File: src/rtl/acq_pkg.sv
package acq_pkg;
  localparam int SLOT_W = 3;
  localparam int FULL_LAST = 7;
  localparam int SIX_LAST = 5;

  typedef struct packed {
    logic loadAddr;
    logic loadCount;
    logic clearSlot;
    logic advSlot;
    logic frameDone;
  } acqStrobe_t;
endpackage

File: src/rtl/acq_ctrl.sv
module acq_ctrl
  import acq_pkg::*;
(
  input  logic              clk,
  input  logic              rstN,
  input  logic              hostAddrWe,
  input  logic              hostCountWe,
  input  logic              hostStartWe,
  input  logic              extCtrlEn,
  input  logic              extStart,
  input  logic              sampleValid,
  input  logic              sixStream,
  input  logic [SLOT_W-1:0] slotIdx,
  input  logic              cntZero,
  input  logic              cntOne,
  output acqStrobe_t        strb,
  output logic              ramWe,
  output logic              busy
);
  logic busyQ;
  logic startReq;
  logic lastSlot;
  logic accept;

  assign startReq = extCtrlEn ? extStart : hostStartWe;
  assign lastSlot = sixStream ? (slotIdx == SLOT_W'(SIX_LAST)) : (slotIdx == SLOT_W'(FULL_LAST));
  assign accept   = busyQ && sampleValid;

  always_comb begin
    strb.loadAddr  = !busyQ && hostAddrWe;
    strb.loadCount = !busyQ && hostCountWe;
    strb.clearSlot = !busyQ && startReq && !cntZero;
    strb.advSlot   = accept && !lastSlot;
    strb.frameDone = accept && lastSlot;
  end

  always_ff @(posedge clk) begin
    if (!rstN) busyQ <= 1'b0;
    else if (strb.clearSlot) busyQ <= 1'b1;
    else if (strb.frameDone && cntOne) busyQ <= 1'b0;
  end

  assign ramWe = accept;
  assign busy  = busyQ;

  a_r3_stop_at_zero: assert property (@(posedge clk) disable iff (!rstN)
    $fell(busyQ) |-> cntZero);
  a_r10_zero_start: assert property (@(posedge clk) disable iff (!rstN)
    (!busyQ && cntZero) |=> !busyQ);
  a_r9_start_ignored: assert property (@(posedge clk) disable iff (!rstN)
    (busyQ && !strb.frameDone) |=> busyQ);
endmodule

File: src/rtl/acq_datapath.sv
module acq_datapath
  import acq_pkg::*;
#(
  parameter int FRAME_AW = 13,
  parameter int CNT_W    = 16
) (
  input  logic                       clk,
  input  logic                       rstN,
  input  acqStrobe_t                 strb,
  input  logic [FRAME_AW-1:0]        addrIn,
  input  logic [CNT_W-1:0]           countIn,
  output logic [FRAME_AW-1:0]        frameAddr,
  output logic [SLOT_W-1:0]          slotIdx,
  output logic [FRAME_AW+SLOT_W-1:0] ramAddr,
  output logic                       cntZero,
  output logic                       cntOne
);
  logic [FRAME_AW-1:0] frameAddrQ;
  logic [CNT_W-1:0]    frameCntQ;
  logic [SLOT_W-1:0]   slotQ;

  always_ff @(posedge clk) begin
    if (!rstN) begin
      frameAddrQ <= '0;
      frameCntQ  <= '0;
      slotQ      <= '0;
    end else begin
      if (strb.loadAddr) frameAddrQ <= addrIn;
      else if (strb.frameDone) frameAddrQ <= frameAddrQ + 1'b1;

      if (strb.loadCount) frameCntQ <= countIn;
      else if (strb.frameDone) frameCntQ <= frameCntQ - 1'b1;

      if (strb.clearSlot || strb.frameDone) slotQ <= '0;
      else if (strb.advSlot) slotQ <= slotQ + 1'b1;
    end
  end

  assign frameAddr = frameAddrQ;
  assign slotIdx   = slotQ;
  assign ramAddr   = {frameAddrQ, slotQ};
  assign cntZero   = (frameCntQ == '0);
  assign cntOne    = (frameCntQ == CNT_W'(1));

  a_r1_addr_step: assert property (@(posedge clk) disable iff (!rstN)
    strb.frameDone |=> frameAddrQ == $past(frameAddrQ) + 1'b1);
  a_r2_count_step: assert property (@(posedge clk) disable iff (!rstN)
    strb.frameDone |=> frameCntQ == $past(frameCntQ) - 1'b1);
  a_r11_addr_hold: assert property (@(posedge clk) disable iff (!rstN)
    (!strb.loadAddr && !strb.frameDone) |=> $stable(frameAddrQ));
endmodule

File: src/rtl/acq_frame_ctrl.sv
module acq_frame_ctrl
  import acq_pkg::*;
#(
  parameter int FRAME_AW = 13,
  parameter int CNT_W    = 16,
  parameter int DATA_W   = 8,
  localparam int RAM_AW  = FRAME_AW + SLOT_W
) (
  input  logic                clk,
  input  logic                rstN,
  input  logic                hostAddrWe,
  input  logic [FRAME_AW-1:0] hostAddrData,
  input  logic                hostCountWe,
  input  logic [CNT_W-1:0]    hostCountData,
  input  logic                hostStartWe,
  input  logic                extCtrlEn,
  input  logic                extStart,
  input  logic                sixStream,
  input  logic                sampleValid,
  input  logic [DATA_W-1:0]   sampleData,
  output logic                ramWe,
  output logic [RAM_AW-1:0]   ramAddr,
  output logic [DATA_W-1:0]   ramData,
  output logic [FRAME_AW-1:0] frameAddr,
  output logic                acquire,
  output logic                eventN
);
  acqStrobe_t        strb;
  logic [SLOT_W-1:0] slotIdx;
  logic              cntZero;
  logic              cntOne;
  logic              busy;

  acq_ctrl u_ctrl (
    .clk(clk), .rstN(rstN),
    .hostAddrWe(hostAddrWe), .hostCountWe(hostCountWe), .hostStartWe(hostStartWe),
    .extCtrlEn(extCtrlEn), .extStart(extStart), .sampleValid(sampleValid),
    .sixStream(sixStream), .slotIdx(slotIdx), .cntZero(cntZero), .cntOne(cntOne),
    .strb(strb), .ramWe(ramWe), .busy(busy)
  );

  acq_datapath #(.FRAME_AW(FRAME_AW), .CNT_W(CNT_W)) u_dp (
    .clk(clk), .rstN(rstN), .strb(strb),
    .addrIn(hostAddrData), .countIn(hostCountData),
    .frameAddr(frameAddr), .slotIdx(slotIdx), .ramAddr(ramAddr),
    .cntZero(cntZero), .cntOne(cntOne)
  );

  assign ramData = sampleData;
  assign acquire = busy;
  assign eventN  = ~busy;
endmodule

File: config.mk
export PLATFORM = sky130hd
export DESIGN_NAME = acq_frame_ctrl
export DESIGN_NICKNAME = d
export VERILOG_FILES = /design/src/rtl/acq_pkg.sv /design/src/rtl/acq_ctrl.sv /design/src/rtl/acq_datapath.sv /design/src/rtl/acq_frame_ctrl.sv
export SDC_FILE = /design/constraint.sdc
export NUM_CORES = 1
export LEC_CHECK = 0
export CAP_MARGIN = 5
export CORE_ASPECT_RATIO = 0.7
export CORE_MARGIN = 3
export CORE_UTILIZATION = 46
export CTS_CLUSTER_SIZE = 20
export DETAILED_ROUTE_END_ITERATION = 10
export GPL_ROUTABILITY_DRIVEN = 0
export PLACE_DENSITY = 0.94
export SYNTH_ARGS = -nofsm -noshare
export SYNTH_HDL_FRONTEND = slang
export SYNTH_HIERARCHICAL = 1
export SYNTH_SLANG_ARGS = --single-unit
File: constraint.sdc
create_clock -name clk -period 4.34 [get_ports clk]
set_input_delay 0.868 -clock clk [delete_from_list [all_inputs] [get_ports clk]]
set_output_delay 0.868 -clock clk [all_outputs]
set_load 0.01 [all_outputs]
==> results.md <==
* Outcome: completed
* Total setup buffers inserted after CTS at 0
* Final non-filler cell area at about 2600 um^2
* Logic pwr share at 23.5%
* Peak VDD IR at 0.000200 V
* Gr usage total at approximately a fifth
* DRT antenna net count at 0
* Max-Cap Viols at 0
* Worst hold path class: reg -> reg
* Fin Setup TNS at 0 ps
* Drt total wl at ~4700 um
* Critical-path maximum fanout at 3
* Worst Max-Slew Pin Slew at just under 900 ps
* Final Core Density at between 60 and 70%
* Yosys top cell area share at 33.4%
* Layout area overhead at 32.7%
* Max Clock Freq at ~0.34 GHz
* Tcrit/Tclk final at around two thirds
* PortBufs at 69
* Switch share at about 28%
* Synth Area per Inst at around 8.3 um^2
* Final Slew Violations at 0
* Leading area contributor after synthesis: dfxtp_1
* Synth Instances at around 240
* Clock Skew at roughly 2.2 ps
* Clock root cell: clkbuf_8
* Initial detailed-routing violation count at 74
* Wire per inst at approximately 14 um
* Worst Setup Start Kind: input port
* Crit path time final at between 2000 and 3000 ps
* Final hold vios at 0
* Crit path DAT at approximately 2000 ps
* H-tree Lvls at 2
* Final setup viols at 0
* Most area-consuming cells after synthesis: dfxtp_1, buf_4, o21ai_0
* Cell variety after synth at 38
* Unrepaired setup endpoints after global routing: false
* Share of layout cells above drive strength 1 at about 5.7%
* Reg2reg start: u_dp/slotIdx[1]
* Initial core utilization at 49.2%
* Clock slew seen by the registers of the worst setup and hold paths at roughly 60 ps
* FP Rows at 19
* Post-Syn Nets at about 290
* Placed Area at around 2500 um^2
* Post-synth EDFFs at 0
* First-pass GRT wire length at about 7800 um
* Grt total ovfl at 0
* WS Path Type: in -> out
* Io pins at 86
* Detail Placement HPWL at approximately 3400 um
* Vias in the first global route at 1,759
* Via count at between 1.5k and 2k
* Via density at ~5.3
* Synth Flop Type: dfxtp_1
* Req. time, crit path at 3470 ps
* Synth warn at 6
* Pwr per Cell Area at approximately 300 nW/um^2
* Core Box Area at 4020 um^2
* N_diodes at 0
* Synth Register Bits at 33
* Count leader, synth: dfxtp_1
* CTS tree: done
* Worst min-delay path startpoint: u_dp/frameCntQ[15]
* DRT Pass-1 Iters at 4
* Die W at ~84 um
* Die Y at between 60 and 70 um
* P_sw at roughly 220 uW
* Antenna violations before repair at 0
* Post-synthesis sequential area ratio at roughly 33%
* Clock sinks at 33
* Post-Syn Area at around 2000 um^2
* Post-CTS resize count at 0
* # hold bufs at CTS at 0
* Pin count of the biggest net entering global routing at 32
* Internal power at 562 uW
* Max clock buf depth at 2
* Clock power share at 29.9%
* Die area at roughly 5000 um^2
* Pleak at approximately 0.00091 uW
* Async S/R FF share, synth at 0%
* Num CTS Buffers at 5
* Critical Path Start: sampleValid
* Synth cell count leaders: dfxtp_1, o21ai_0, buf_4
* Max-slew headroom at approximately two fifths
* Crit end category: output port
* Post-route DRC at 0
* Sequential Power Share at 46.6%
* Post-layout nets at approximately 330
* Clk_lat worst skew at 290 ps
==> logic make-up after synthesis <==
family / synth area share [%]
multiplexers: 1.52
flip-flops: 33.4
AND/OR/NAND/NOR: 22.8
XOR/XNOR: 12.4
adder cells (fa/ha/maj): 2.53
AO/OA/AOI/OAI: 15.1
buffers and inverters: 12.2
==> cell type report <==
class                      count  area (um^2)
fill                         334         1400
multi-input combinational    164         1070
timing repair buffer          71          706
sequential                    33          661
clock buffer                   7         86.3
tap                           52         65.1
inverter                       8         30.0
==> power groups by stage <==
stage	Combinational (uW)	Sequential (uW)	Clock, uW
2_1_floorplan	108	369	0
3_3_place_gp	179	369	0
3_5_place_dp	183	371	0
4_1_cts	185	365	244
5_1_grt	204	370	255
6_report	184	365	235
==> path summary, 6_finish.rpt <==
path	end	slack [ps]	cells past startpoint
setup / recovery	ramWe	1440	4
hold / removal	u_dp/frameCntQ[15]	550	2
setup reg to reg	u_dp/frameCntQ[9]	2120	8
hold reg to reg	u_dp/frameCntQ[15]	550	2
==> per-layer routing <==
metal,up-vias,track usage [%],share of wire [%]
met1,808,25.6,46
met3,8,6.38,7.2
met4,0,11.5,2.0
li1,886,-,-
met5,-,0,0
met2,62,28.7,45
==> registers in the layout, summed over array words and instances (netlist names) <==
signal          cells
u_ctrl/busy         1
u_dp/frameAddr     13
u_dp/frameCntQ     16
u_dp/slotIdx        3
==> critical path, cell delays in order <==
cell,delay [ps]
clkdlybuf4s50_1,470
nand2_1,90
inv_1,70
clkdlybuf4s50_1,530
==> cells in the final DEF (no fill, tap or decap), drive strengths merged, types with 2 or more instances in the layout <==
cell / count
a21oi: 20
a31oi: 2
and2: 6
buf: 2
clkbuf: 7
clkdlybuf4s50: 69
dfxtp: 33
ha: 4
inv: 8
mux2i: 3
nand2: 17
nand3: 6
nand4: 8
nor2: 13
nor2b: 3
nor3: 7
nor4: 5
nor4b: 4
o21a: 2
o21ai: 27
xnor2: 14
xor2: 14
==> metrics by stage <==
| stage | power [uW] | worst slack (ps) | std cells | hold slack, ps |
|---|---|---|---|---|
| floorplan | 477 | 1910 | 237 | 494 |
| global placement | 548 | 1250 | 328 | 518 |
| detailed placement | 554 | 1180 | 328 | 528 |
| CTS | 793 | 1450 | 335 | 546 |
| global route | 828 | 1340 | 335 | 605 |
| finish | 784 | 1440 | 335 | 553 |
Power figures use the tool's default switching activity.
